### config.mk
export PLATFORM = sky130hd
export DESIGN_NAME = slot_arbiter
export DESIGN_NICKNAME = d
export VERILOG_FILES = /design/src/rtl/slot_arb_pkg.sv /design/src/rtl/slot_arb_table.sv /design/src/rtl/slot_arb_pick.sv /design/src/rtl/slot_arbiter.sv
export SDC_FILE = /design/constraint.sdc
export NUM_CORES = 1
export LEC_CHECK = 0
export BUFFER_PORTS_ARGS = -buffer_cell sky130_fd_sc_hd__buf_2
export CAP_MARGIN = 0
export CELL_PAD_IN_SITES_DETAIL_PLACEMENT = 1
export CELL_PAD_IN_SITES_GLOBAL_PLACEMENT = 1
export CORE_AREA = 10 10 149 151
export CTS_CLUSTER_SIZE = 25
export DETAILED_ROUTE_END_ITERATION = 16
export DIE_AREA = 0 0 159 161
export PLACE_DENSITY = 0.83
export SYNTH_ARGS = -nofsm -noshare
export SYNTH_HDL_FRONTEND = slang
export SYNTH_SLANG_ARGS = --single-unit
### constraint.sdc
create_clock -name clk_i -period 8.66 [get_ports clk_i]
set_clock_uncertainty 0.1 [all_clocks]
set_input_delay 1.299 -clock clk_i [delete_from_list [all_inputs] [get_ports clk_i]]
set_output_delay 1.299 -clock clk_i [all_outputs]
set_load 0.005 [all_outputs]
### src/rtl/slot_arb_pkg.sv
package slot_arb_pkg;
  localparam int MIDX_W = 5;

  typedef enum logic [1:0] {
    FR_ALL    = 2'd0,
    FR_HALF   = 2'd1,
    FR_QUART  = 2'd2,
    FR_EIGHTH = 2'd3
  } frac_e;

  typedef struct packed {
    logic              vld;
    logic [MIDX_W-1:0] mst;
    frac_e             frac;
  } slot_ent_t;
endpackage

### src/rtl/slot_arb_table.sv
module slot_arb_table
  import slot_arb_pkg::*;
#(
  parameter int SLOTS       = 16,
  parameter int NUM_MASTERS = 16,
  localparam int PTR_W      = $clog2(SLOTS)
) (
  input  logic              clk_i,
  input  logic              rst_ni,
  input  logic              wr_en_i,
  input  logic [PTR_W-1:0]  wr_slot_i,
  input  slot_ent_t         wr_ent_i,
  input  logic [PTR_W-1:0]  ptr_i,
  input  logic              adv_i,
  output logic [MIDX_W-1:0] owner_o,
  output logic              ok_o
);
  slot_ent_t  ent_q  [SLOTS];
  logic [2:0] pass_q [SLOTS];

  always_ff @(posedge clk_i or negedge rst_ni) begin
    if (!rst_ni) begin
      for (int s = 0; s < SLOTS; s++) begin
        ent_q[s]  <= '0;
        pass_q[s] <= '0;
      end
    end else begin
      for (int s = 0; s < SLOTS; s++) begin
        if (wr_en_i && wr_slot_i == PTR_W'(s)) begin
          ent_q[s]  <= wr_ent_i;
          pass_q[s] <= '0;
        end else if (adv_i && ptr_i == PTR_W'(s)) begin
          pass_q[s] <= pass_q[s] + 3'd1;
        end
      end
    end
  end

  slot_ent_t  cur;
  logic [2:0] cnt;
  logic       elig;
  logic       in_range;

  always_comb begin
    cur = ent_q[ptr_i];
    cnt = pass_q[ptr_i];
    unique case (cur.frac)
      FR_ALL:    elig = 1'b1;
      FR_HALF:   elig = (cnt[0] == 1'b0);
      FR_QUART:  elig = (cnt[1:0] == 2'b00);
      default:   elig = (cnt == 3'b000);
    endcase
    in_range = (cur.mst != '0) && (int'(cur.mst) <= NUM_MASTERS);
  end

  assign owner_o = cur.mst;
  assign ok_o    = cur.vld && in_range && elig;

  // a half-rate slot is never eligible on an odd pass
  assert_half_rate_R9: assert property (@(posedge clk_i) disable iff (!rst_ni)
    (cur.vld && cur.frac == FR_HALF && cnt[0]) |-> !ok_o);
endmodule

### src/rtl/slot_arb_pick.sv
module slot_arb_pick
  import slot_arb_pkg::*;
#(
  parameter int NUM_MASTERS = 16,
  localparam int NREQ       = NUM_MASTERS + 1
) (
  input  logic              cpu_turn_i,
  input  logic [NREQ-1:0]   req_i,
  input  logic              slot_ok_i,
  input  logic [MIDX_W-1:0] owner_i,
  output logic [MIDX_W-1:0] win_o,
  output logic              adv_o
);
  logic owner_req;
  logic tbl_hit;

  always_comb begin
    owner_req = 1'b0;
    for (int m = 1; m < NREQ; m++)
      if (owner_i == MIDX_W'(m)) owner_req = req_i[m];
  end

  assign tbl_hit = slot_ok_i && owner_req;

  always_comb begin
    if (cpu_turn_i) begin
      if (req_i[0]) begin
        win_o = '0;
        adv_o = 1'b0;
      end else begin
        win_o = tbl_hit ? owner_i : '0;  // handed to table, else park
        adv_o = 1'b1;
      end
    end else begin
      win_o = tbl_hit ? owner_i : '0;    // CPU fallback and park share index 0
      adv_o = 1'b1;
    end
  end
endmodule

### src/rtl/slot_arbiter.sv
module slot_arbiter
  import slot_arb_pkg::*;
#(
  parameter int NUM_MASTERS = 16,
  parameter int SLOTS       = 16,
  localparam int NREQ       = NUM_MASTERS + 1,
  localparam int PTR_W      = $clog2(SLOTS)
) (
  input  logic              clk_i,
  input  logic              rst_ni,
  input  logic [NREQ-1:0]   req_i,
  input  logic              done_i,
  input  logic              cfg_we_i,
  input  logic [PTR_W-1:0]  cfg_slot_i,
  input  logic              cfg_vld_i,
  input  logic [MIDX_W-1:0] cfg_mst_i,
  input  logic [1:0]        cfg_frac_i,
  output logic [NREQ-1:0]   gnt_o,
  output logic [MIDX_W-1:0] gnt_idx_o
);
  logic [PTR_W-1:0]  ptr_q;
  logic              cpu_turn_q;
  logic [NREQ-1:0]   gnt_q;
  logic [MIDX_W-1:0] idx_q;

  logic [MIDX_W-1:0] owner;
  logic              slot_ok;
  logic [MIDX_W-1:0] win;
  logic              adv;
  logic [NREQ-1:0]   gnt_d;
  slot_ent_t         wr_ent;

  assign wr_ent = '{vld: cfg_vld_i, mst: cfg_mst_i, frac: frac_e'(cfg_frac_i)};

  slot_arb_table #(.SLOTS(SLOTS), .NUM_MASTERS(NUM_MASTERS)) u_table (
    .clk_i     (clk_i),
    .rst_ni    (rst_ni),
    .wr_en_i   (cfg_we_i),
    .wr_slot_i (cfg_slot_i),
    .wr_ent_i  (wr_ent),
    .ptr_i     (ptr_q),
    .adv_i     (done_i && adv),
    .owner_o   (owner),
    .ok_o      (slot_ok)
  );

  slot_arb_pick #(.NUM_MASTERS(NUM_MASTERS)) u_pick (
    .cpu_turn_i (cpu_turn_q),
    .req_i      (req_i),
    .slot_ok_i  (slot_ok),
    .owner_i    (owner),
    .win_o      (win),
    .adv_o      (adv)
  );

  for (genvar m = 0; m < NREQ; m++) begin : g_dec
    assign gnt_d[m] = (win == MIDX_W'(m));
  end

  always_ff @(posedge clk_i or negedge rst_ni) begin
    if (!rst_ni) begin
      ptr_q      <= '0;
      cpu_turn_q <= 1'b0;  // parked on CPU, so the first turn is the table's
      gnt_q      <= NREQ'(1);
      idx_q      <= '0;
    end else if (done_i) begin
      cpu_turn_q <= !cpu_turn_q;
      gnt_q      <= gnt_d;
      idx_q      <= win;
      if (adv) ptr_q <= (ptr_q == PTR_W'(SLOTS - 1)) ? '0 : ptr_q + PTR_W'(1);
    end
  end

  assign gnt_o     = gnt_q;
  assign gnt_idx_o = idx_q;

  assert_onehot_grant_R2: assert property (@(posedge clk_i) disable iff (!rst_ni)
    $onehot(gnt_o));
  assert_idx_match_R2: assert property (@(posedge clk_i) disable iff (!rst_ni)
    gnt_o == (NREQ'(1) << gnt_idx_o));
  assert_hold_R3: assert property (@(posedge clk_i) disable iff (!rst_ni)
    !done_i |=> ($stable(gnt_o) && $stable(gnt_idx_o)));
  assert_cpu_wins_turn_R4: assert property (@(posedge clk_i) disable iff (!rst_ni)
    (done_i && cpu_turn_q && req_i[0]) |=> (gnt_idx_o == '0));
  assert_turn_flip_R4: assert property (@(posedge clk_i) disable iff (!rst_ni)
    done_i |=> (cpu_turn_q != $past(cpu_turn_q)));
  assert_table_step_R5: assert property (@(posedge clk_i) disable iff (!rst_ni)
    (done_i && !cpu_turn_q) |=> (ptr_q != $past(ptr_q)));
  assert_park_R7: assert property (@(posedge clk_i) disable iff (!rst_ni)
    (done_i && req_i == '0) |=> (gnt_idx_o == '0));
endmodule

==> results of run 1 <==
[kinds of logic (layout without fill, tap and decap cells)]
logic type | count (synthesis) | count (layout)
AND/OR/NAND/NOR | 181 | 181
buffers and inverters | 83 | 135
adder cells (fa/ha/maj) | 21 | 21
multiplexers | 204 | 204
flip-flops | 203 | 203
AO/OA/AOI/OAI | 76 | 76
XOR/XNOR | 34 | 34
[per-layer routing]
metal	global-route usage	wire length [um]	up-vias
li1	-	-	2994
met1	0.280	12100	3696
met2	0.387	14600	177
met3	0.0391	1290	51
met4	0.0653	685	0
met5	0	0	-
[registers in the layout, indices dropped and copies added, names as in the netlist]
register        count
u_table.ent_q     128
ptr_q               4
gnt_o              17
u_table.pass_q     48
gnt_idx_o           5
cpu_turn_q          1
[per-stage QoR]
step | utilization | hold slack, ns | instance area, um^2
final | 0.605 | 0.392 | 11600
after floorplan | - | 0.337 | 10400
after global placement | 0.567 | 0.364 | 10900
after CTS | 0.605 | 0.394 | 11600
after global routing | 0.605 | 0.420 | 11600
after detailed placement | 0.567 | 0.376 | 10900
[final cells by class]
| type | instances | area, um^2 |
|---|---|---|
| inverter | 24 | 90.1 |
| clock inverter | 6 | 83.8 |
| timing repair buffer | 72 | 414 |
| sequential | 203 | 5080 |
| clock buffer | 33 | 653 |
| tap | 265 | 332 |
| fill | 1864 | 7580 |
| multi-input combinational | 516 | 4970 |
[critical path, delay by kind of cell, from the launching register on]
| family | cells | cell delay (ns) |
|---|---|---|
| mux | 3 | 1.35 |
| compound gates | 3 | 0.89 |
| flops | 1 | 0.86 |
| simple gates | 4 | 0.80 |
| buf+inv | 1 | 0.59 |
| fa+ha+maj | 1 | 0.25 |
[path summary, 6_finish.rpt]
path                                      startpoint                             end  slack [ns]  cells after the start
max in group asynchronous                     rst_ni   u_table.ent_q[66]$_DFFE_PN0P_        6.01                      2
min in group asynchronous                     rst_ni  u_table.pass_q[39]$_DFFE_PN0P_        0.84                      1
worst min-delay path            gnt_o[7]$_DFFE_PN0P_            gnt_o[7]$_DFFE_PN0P_        0.39                      2
worst min register to register  gnt_o[7]$_DFFE_PN0P_            gnt_o[7]$_DFFE_PN0P_        0.39                      2
worst max-delay path            ptr_q[0]$_DFFE_PN0P_            gnt_o[9]$_DFFE_PN0P_        3.68                     12
worst max register to register  ptr_q[0]$_DFFE_PN0P_            gnt_o[9]$_DFFE_PN0P_        3.68                     12
[power breakdown]
| part | internal (mW) | leakage (nW) | switching [mW] |
|---|---|---|---|
| Clock | 0.580 | 0.363 | 0.383 |
| Combinational | 0.715 | 2.21 | 0.952 |
| Sequential | 1.18 | 2.58 | 0.203 |
[placed cells by master, fill, tap and decap left out, types with 4 or more instances in the layout]
| master | synthesis | final |
|---|---|---|
| or2_2 | 6 | 6 |
| o32ai_1 | 7 | 7 |
| clkbuf_1 | 28 | 6 |
| nor3_1 | 10 | 6 |
| ha_1 | 21 | 21 |
| buf_2 | 4 | 53 |
| xor2_1 | 33 | 33 |
| mux2i_1 | 18 | 18 |
| mux2_2 | 133 | 133 |
| dfrtp_1 | 202 | 200 |
| mux4_2 | 50 | 50 |
| nor3_2 | 2 | 6 |
| nand3_1 | 26 | 26 |
| a211oi_1 | 6 | 6 |
| nand2b_1 | 14 | 14 |
| o22ai_2 | 4 | 4 |
| nand2_1 | 25 | 25 |
| buf_4 | 4 | 18 |
| o41ai_1 | 6 | 6 |
| inv_1 | 24 | 24 |
| clkbuf_8 | 0 | 5 |
| o41ai_2 | 4 | 4 |
| nor2_1 | 69 | 69 |
| a21oi_1 | 12 | 12 |
| nand4_1 | 14 | 14 |
| o21ai_0 | 7 | 7 |
| clkbuf_16 | 0 | 23 |
==> metrics, run 1 <==
status complete, no violations; synthesized flop and latch total between 200 and 250; Cell Chain, Critical Path buf_4 > mux4_2 > mux2i_4 > nand2_1 > mux2_2 > nor2_1 > ha_1 > a21oi_1 > nand4_1 > a21oi_2 > nand2_2 > o41ai_1; unrepaired setup endpoints after global routing no; Initial Util 0.542; share of Yosys cell area claimed by the top area cell type 0.485; compound-cell area share of the yosys netlist 0.0625; row cnt 51; VDD IR max roughly 0.00018 V; PnR worst setup slack approximately 3.7 ns; Post-synth EDFFs 0; syn nets 856; Worst EP arrival about 5.3 ns; DIE WIDTH 159 um; gr ovfl total 0; WS Path Type flop to flop; vias in the first global route between 7k and 8k; Worst Hold Class flop to flop; xor and xnor area share after synthesis 0.0286; routed wire length around 29000 um; drt pass-1 iters 4; crit start category flop; vias 6918; Chip Height roughly 160 um; CP required 8.94 ns; final hold violation count 0; DRC 0; Num CTS Buffers 23; commonest cells in the netlist dfrtp_1, mux2_2, nor2_1; yosys warns 0; Lkg Pwr 5.15 nW; Async SR Flop Fraction 1.00; post-synthesis adder-cell area fraction 0.0252; CTS sink count 203; Final Setup Violations 0; ratio of cells with drive above 1 in the final layout 0.383; Bufs on Longest Clock Path 3; gr usage total 0.223; setup repair bufs after CTS 0; wire length per cell 25.7 um; worst slew pin tran 1.33 ns; first-pass GRT wire length 45700 um; syn avg cell area about 13 um^2; CTS Hold Bufs 0; Routed Antenna Nets 0; # resized after CTS 0; mux cell area share after synthesis 0.274; Yosys top cell by area dfrtp_1; main combinational cell family by area after synthesis multiplexers; fmax 0.201 GHz; Total Nets Final around 900; Final Cycle Share 0.575; routability cong. 0.933; Critical Path Max Stage Delay between 0.8 and 0.9 ns; port buffer count 54; register area share after synthesis 0.488; Worst Setup End Kind flop; Clk Latency, worst-skew pair between 0.5 and 0.6 ns; max cap viols 0; Final TNS setup 0 ns; Yosys cell types 67; Cell Count, Final, Fillers Out ~1.1k; synthesis-to-layout area growth 11.6%; top-count cell post-synth dfrtp_1; fin. max-slew vios 0; mapped cell area approximately 10000 um^2; Tmin final around 5 ns; dpl ws 3.67 ns; post-layout power between 4 and 5 mW; Slowest-stage cell, CP dfrtp_2; Placed Cells between 1k and 1.5k; ant diodes 0; largest net degree at the start of global routing 129; I/O pin count 55; DR iter-0 viols 344; Core ar. approximately 19000 um^2; Detailed Place HPWL 18900 um; vias per cell 6.18; H-Tree Depth 1; Worst slew margin 0.110; initial antenna violation count 0; clock slew at the register clock pins of the worst setup and hold paths ~0.060 ns; die area roughly 26000 um^2; CTS tree built; Synth area leaders dfrtp_1, mux2_2, mux4_2; Synth Area in Simple Gates 0.0844; cells after synthesis between 800 and 900; clk root buf clkbuf_16; ys flop type dfrtp_1; CP Max Fanout 29; Pwr Density 345 nW/um^2
Power figures use the tool's default switching activity.
==> inputs of run 2 (changes only) <==
--- a/config.mk
+++ b/config.mk
@@ -5,15 +5,16 @@
 export SDC_FILE = /design/constraint.sdc
 export NUM_CORES = 1
 export LEC_CHECK = 0
+export ABC_AREA = 1
 export BUFFER_PORTS_ARGS = -buffer_cell sky130_fd_sc_hd__buf_2
 export CAP_MARGIN = 0
 export CELL_PAD_IN_SITES_DETAIL_PLACEMENT = 1
 export CELL_PAD_IN_SITES_GLOBAL_PLACEMENT = 1
-export CORE_AREA = 10 10 149 151
+export CORE_AREA = 10 10 169 171
 export CTS_CLUSTER_SIZE = 25
 export DETAILED_ROUTE_END_ITERATION = 16
-export DIE_AREA = 0 0 159 161
-export PLACE_DENSITY = 0.83
+export DIE_AREA = 0 0 179 181
+export PLACE_DENSITY = 0.74
 export SYNTH_ARGS = -nofsm -noshare
 export SYNTH_HDL_FRONTEND = slang
 export SYNTH_SLANG_ARGS = --single-unit
==> constraint.sdc (replaced) <==
create_clock -name clk_i -period 4.1 [get_ports clk_i]
set_clock_uncertainty 0.1 [all_clocks]
set_input_delay 0.615 -clock clk_i [delete_from_list [all_inputs] [get_ports clk_i]]
set_output_delay 0.615 -clock clk_i [all_outputs]
set_load 0.005 [all_outputs]
==> metrics, run 2 <==
RR Startpoint ptr_q[0]$_DFFE_PN0P_; Seq pwr share 0.329 (-0.015); Post-synth EDFFs 0 (unchanged); Clock power frac 0.258 (+0.018); Chip Height 181 um (+12%); port buffer count 54 (unchanged); vias per cell 5.35 (-13%); register bank with the most flops u_table.ent_q; Core ar. 25000 um^2 (+30%); worst slew pin tran 1.02 ns (-0.306 ns); Worst slew margin 0.317 (+0.206); fin. max-slew vios 0 (unchanged); ratio of cells with drive above 1 in the final layout 0.0949 (-0.288); Register Area 5080 um^2 (about the same); drt pass-1 iters 5 (+1); commonest non-fill, non-tap cell in the layout nand2_1; Placed Instance Area 10800 um^2 (-0.54%); CTS sink count 203 (unchanged); most frequent cells in the layout nand2_1, o21ai_0, dfrtp_1; Bufs on Longest Clock Path 3 (unchanged); max cap viols 0 (unchanged); synthesis-to-layout area growth 15.0%; clock slew at the register clock pins of the worst setup and hold paths 0.06 ns (about the same); Final Setup Violations 0 (unchanged); ys flop type dfrtp_1; Worst Hold Class input pin to async pin; syn avg cell area 7.72 um^2 (-41%); Yosys top cell by area dfrtp_1; I/O pin count 55 (unchanged); DR iter-0 viols 570 (+66%); routability cong. 0.821 (-12%); wire length per cell 19.0 um (-26%); register area share after synthesis 0.501 (+0.0129); first-pass GRT wire length 53300 um (+17%); vias in the first global route 9874 (+26%); row cnt 58 (+14%); top sig layer met4; clk root buf clkbuf_16; WL met1 14500 um (+20%); synthesized flop and latch total 203 (unchanged); crit start category flop; initial antenna violation count 0 (unchanged); Async SR Flop Fraction 1.00 (unchanged); RR Endpoint gnt_o[4]$_DFFE_PN0P_; Worst Setup End Kind flop; H-Tree Depth 1 (unchanged); Routed Antenna Nets 0 (unchanged); VDD IR max 0.000587 V (+230%); DRC 0 (unchanged); unrepaired setup endpoints after global routing no; worst-case reg-to-reg path depth 18 (+6); Yosys cell types 35 (-48%); die area 32400 um^2 (+27%); vias 9213 (+33%); PnR worst setup slack 0.342 ns (-3.34 ns); Final Instance Area 11700 um^2 (+0.34%); DIE WIDTH 179 um (+13%); Final TNS setup 0 ns (unchanged); largest net degree at the start of global routing 108 (-16%); Final Core Density 0.466 (-0.139); CTS tree built; gr ovfl total 0 (unchanged); R2R Setup Slk 0.34 ns (-3.34 ns); yosys warns 0 (unchanged); top-count cell post-synth nand2_1; Initial Util 0.405 (-0.137); Pwr Density 741 nW/um^2 (+110%); Tmin final 3.76 ns (-1.22 ns); ant diodes 0 (unchanged); Synth area leaders dfrtp_1, nand2_1, o21ai_0; met3 WL 1100 um (-15%); commonest cells in the netlist nand2_1, o21ai_0, dfrtp_1; Clk Latency, worst-skew pair 0.52 ns (about the same); dpl ws 0.273 ns (-3.40 ns); DR WL met2 16200 um (+11%); Psw 3.64 mW (+140%); Total Nets Final 1428 (+60%); combinational cell fraction of total power 0.412 (-0.004); WS Path Type flop to flop; max reg flops 128 (unchanged); CP required 4.44 ns (-4.50 ns); cells after synthesis 1314 (+64%); CP Max Fanout 24 (-17%); Worst EP arrival 4.10 ns (-1.16 ns); share of Yosys cell area claimed by the top area cell type 0.498 (+0.0128); Num CTS Buffers 24 (+4.3%); Lkg Pwr 5.73 nW (+11%); footprint of the multi-input gates 4190 um^2 (-16%); gr usage total 0.203 (-0.0192); Final Cycle Share 0.917 (+0.341); mapped cell area 10100 um^2 (-2.6%); Net Sw Frac 0.421 (+0.0374); fmax 0.266 GHz (+33%); syn nets 1368 (+60%); routed wire length 32700 um (+14%); filler cell count 3109 (+67%); final hold violation count 0 (unchanged); Int Power 5.00 mW (+100%); setup repair bufs after CTS 0 (unchanged); status complete, no violations; Detailed Place HPWL 22300 um (+18%)
## run 2: cell families (layout without fill, tap and decap cells)
group,after synthesis,count (layout),share of synthesized area
AOI/OAI and AO/OA,337,337,0.172
xor gates and xnor gates,2,2,0.00173
and+or+nand+nor,535,535,0.213
adders and majority gates,21,21,0.0259
buffers and inverters,216,293,0.0866
DFF,203,203,0.501
## run 2: final cells by class
| class | count | share of cell area |
|---|---|---|
| flip-flops and latches | 203 | 0.436 |
| clock inverters | 11 | 0.0114 |
| multi-input cells | 895 | 0.359 |
| repair buffers | 86 | 0.0466 |
| clock buffers | 32 | 0.0593 |
| well taps | 330 | 0.0354 |
| inverters | 164 | 0.0528 |
## run 2: power groups by stage
stage          registers (mW)  logic, mW  clock network, mW
2_1_floorplan            2.79       2.43                  0
3_3_place_gp             2.85       3.41                  0
3_5_place_dp             2.87       3.52                  0
4_1_cts                  2.85       3.56               2.27
5_1_grt                  2.91       4.04               2.35
6_report                 2.85       3.56               2.23
## run 2: how the worst max path moves through the flow
| stage | cells after the start | endpoint | startpoint |
|---|---|---|---|
| 3_3_place_gp | 14 | gnt_o[4]$_DFFE_PN0P_ | ptr_q[0]$_DFFE_PN0P_ |
| 5_1_grt | 18 | gnt_o[4]$_DFFE_PN0P_ | ptr_q[0]$_DFFE_PN0P_ |
| 2_1_floorplan | 20 | gnt_o[8]$_DFFE_PN0P_ | ptr_q[0]$_DFFE_PN0P_ |
| 6_report | 18 | gnt_o[4]$_DFFE_PN0P_ | ptr_q[0]$_DFFE_PN0P_ |
| 3_5_place_dp | 14 | gnt_o[4]$_DFFE_PN0P_ | ptr_q[0]$_DFFE_PN0P_ |
| 4_1_cts | 14 | gnt_o[4]$_DFFE_PN0P_ | ptr_q[0]$_DFFE_PN0P_ |
## run 2: metrics by stage
step / power (mW) / instances / hold slack [ns]
floorplan: 5.22 / 1314 / 0.219
global placement: 6.26 / 1678 / 0.353
detailed placement: 6.39 / 1678 / 0.361
CTS: 8.67 / 1721 / 0.173
global route: 9.31 / 1721 / 0.207
finish: 8.64 / 1721 / 0.134
## run 2: metal layers
metal | up-vias | GRT usage
li1 | 4365 | -
met1 | 4665 | 0.260
met4 | 0 | 0.0526
met5 | - | 0
met2 | 136 | 0.354
met3 | 47 | 0.0238
## run 2: repair_timing
item	CTS	global route
gates resized for setup	0	3
hold buffers	0	0
setup endpoints to repair	0	8
## run 2: critical path, cell delays in order, from the launching register on
cell and delay (ns):
dfrtp_2 0.42, inv_2 0.06, buf_4 0.26, nand2_1 0.09, nand3_1 0.08, nand2_1 0.05
nand2_1 0.06, nand2_1 0.07, inv_1 0.05, nand2_1 0.09, nor2_1 0.38, inv_1 0.11
nor2_1 0.23, ha_1 0.27, a21oi_1 0.12, nand3_1 0.13, nor4_4 0.58, nand3_1 0.29
o21ai_1 0.21
==> inputs of run 3 (changes only) <==
--- a/config.mk
+++ b/config.mk
@@ -10,11 +10,12 @@
 export CAP_MARGIN = 0
 export CELL_PAD_IN_SITES_DETAIL_PLACEMENT = 1
 export CELL_PAD_IN_SITES_GLOBAL_PLACEMENT = 1
-export CORE_AREA = 10 10 169 171
+export CORE_AREA = 10 10 165 167
+export CTS_BUF_LIST = sky130_fd_sc_hd__clkbuf_4 sky130_fd_sc_hd__clkbuf_8
 export CTS_CLUSTER_SIZE = 25
 export DETAILED_ROUTE_END_ITERATION = 16
-export DIE_AREA = 0 0 179 181
-export PLACE_DENSITY = 0.74
+export DIE_AREA = 0 0 175 177
+export PLACE_DENSITY = 0.77
 export SYNTH_ARGS = -nofsm -noshare
 export SYNTH_HDL_FRONTEND = slang
 export SYNTH_SLANG_ARGS = --single-unit
==> metrics, run 3 (same netlist as run 2, synthesis figures left out) <==
Slowest-stage cell, CP nor4_1; most frequent cells in the layout nand2_1, o21ai_0, dfrtp_1; Num CTS Buffers 38 (+58%); fin. max-slew vios 0 (unchanged); Worst Hold Class input pin to async pin; CP dominant cell by count buf_4; unrepaired setup endpoints after global routing no; largest net degree at the start of global routing 93 (-14%); DIE WIDTH 175 um (-2.2%); Tmin final 3.65 ns (-0.107 ns); ratio of cells with drive above 1 in the final layout 0.106 (+0.0112); Initial Util 0.423 (+0.0182); VDD IR max 0.000297 V (-49%); Final Setup Violations 0 (unchanged); Cell Chain, Critical Path buf_4 > inv_2 > buf_4 > a21oi_1 > o21ai_0 > a21oi_1 > nor4_1 > nor2_1 > nor3_1 > nor2_1 > nor4_4 > buf_4 > nand4_1 > o21ai_0; CTS sink count 203 (unchanged); vias in the first global route 9607 (-2.7%); Fin Hold WS 0.0670 ns (-0.0668 ns); CP required 4.43 ns (about the same); final hold violation count 0 (unchanged); Core ar. 24000 um^2 (-4.3%); vias per cell 5.23 (-2.3%); CTS tree built; wire length per cell 18.4 um (-3.3%); CP delay by family, top simple AND/OR/NAND/NOR gates; Worst Setup End Kind flop; Placed Cells 1664 (-0.83%); max cap viols 0 (unchanged); H-Tree Depth 2 (+1); fmax 0.274 GHz (+2.9%); commonest non-fill, non-tap cell in the layout nand2_1; DRC 0 (unchanged); Total Nets Final 1435 (+0.49%); gr usage total 0.205 (+0.00190); WS Path Type flop to flop; CP Max Fanout 27 (+13%); row cnt 57 (-1.7%); register bank with the most flops u_table.ent_q; Clk Latency, worst-skew pair 0.54 ns (+0.02 ns); status complete, no violations; Critical Path Stages 14 (-4); gr ovfl total 0 (unchanged); drt pass-1 iters 5 (unchanged); Register Area 5080 um^2 (unchanged); clk root buf clkbuf_8; Final TNS setup 0 ns (unchanged); initial antenna violation count 0 (unchanged); I/O pin count 55 (unchanged); worst slew pin tran 1.10 ns (+0.0802 ns); clock slew at the register clock pins of the worst setup and hold paths 0.06 ns (about the same); Critical Path Max Stage Delay 0.52 ns (-0.06 ns); die area 31000 um^2 (-4.4%); CP Buf/Inv Count 4 (unchanged); Cell Count, Final, Fillers Out 1728 (+0.41%); DR iter-0 viols 509 (-11%); Chip Height 177 um (-2.2%); vias 9040 (-1.9%); filler cell count 3024 (-2.7%); port buffer count 54 (unchanged); Bufs on Longest Clock Path 3 (unchanged); max reg flops 128 (unchanged); Final Cycle Share 0.891 (-0.0260); crit start category flop; synthesis-to-layout area growth 14.2%; Worst EP arrival 3.98 ns (-0.12 ns); Lkg Pwr 5.71 nW (-0.35%); Routed Antenna Nets 0 (unchanged); Pwr Density 725 nW/um^2 (-2.1%); worst-case reg-to-reg path depth 14 (-4); ant diodes 0 (unchanged); first-pass GRT wire length 51400 um (-3.6%); footprint of the multi-input gates 4190 um^2 (about the same); routed wire length 31700 um (-2.9%); routability cong. 0.857 (+4.4%); Worst slew margin 0.263 (-0.0536); Detailed Place HPWL 21900 um (-1.5%)
## run 3: cell count changes in the layout (fill, tap and decap cells not counted), moves of 2 or more
| cell | delta |
|---|---|
| clkbuf_8 | +47 |
| clkbuf_16 | -25 |
| buf_6 | -3 |
| clkbuf_4 | +11 |
| clkbuf_1 | -3 |
| clkinv_2 | -5 |
| bufinv_16 | -2 |
| buf_4 | -5 |
## run 3: layout make-up
type | count | area share
timing repair buffer | 79 | 0.0419
multi-input combinational | 895 | 0.362
inverter | 164 | 0.0533
tap | 324 | 0.0350
clock buffer | 61 | 0.0665
sequential | 203 | 0.439
clock inverter | 2 | 0.00302
## run 3: routing by layer
metal,vias to the layer above,routed length (um),GRT usage,share of wire
met4,0,709,0.0586,0.022
met1,4468,14600,0.262,0.46
li1,4378,-,-,-
met5,-,0,0,0
met3,54,933,0.0260,0.029
met2,140,15500,0.358,0.49
## run 3: power breakdown
| group | internal [mW] | switching (mW) |
|---|---|---|
| clock | 1.24 | 0.854 |
| sequential | 2.54 | 0.304 |
| combinational | 1.07 | 2.39 |
| total | 4.85 | 3.55 |
## run 3: final timing paths
| check | start | endpoint | slack (ns) |
|---|---|---|---|
| worst max-delay path | ptr_q[1]$_DFFE_PN0P_ | gnt_o[8]$_DFFE_PN0P_ | 0.45 |
| worst min-delay path | rst_ni | u_table.ent_q[35]$_DFFE_PN0P_ | 0.07 |
| worst max register to register | ptr_q[1]$_DFFE_PN0P_ | gnt_o[8]$_DFFE_PN0P_ | 0.45 |
| worst min register to register | cpu_turn_q$_DFFE_PN0P_ | cpu_turn_q$_DFFE_PN0P_ | 0.37 |
| max in group asynchronous | rst_ni | u_table.pass_q[19]$_DFFE_PN0P_ | 2.89 |
| min in group clk_i | cfg_frac_i[1] | u_table.ent_q[113]$_DFFE_PN0P_ | 0.27 |
## run 3: timing repair
item | in CTS | in global routing
hold buffers | 0 | 0
resized for setup | 0 | 3
buffers inserted | 0 | 1
endpoints found under the setup margin | 0 | 22
## run 3: per-stage QoR
step / setup WS (ns) / utilization / total power [mW] / cell area (um^2)
6_report: 0.448 / 0.483 / 8.40 / 11600
3_3_place_gp: 0.399 / 0.449 / 6.19 / 10800
2_1_floorplan: 1.09 / - / 5.22 / 10100
5_1_grt: 0.204 / 0.483 / 9.09 / 11600
4_1_cts: 0.182 / 0.483 / 8.44 / 11600
3_5_place_dp: 0.235 / 0.449 / 6.30 / 10800
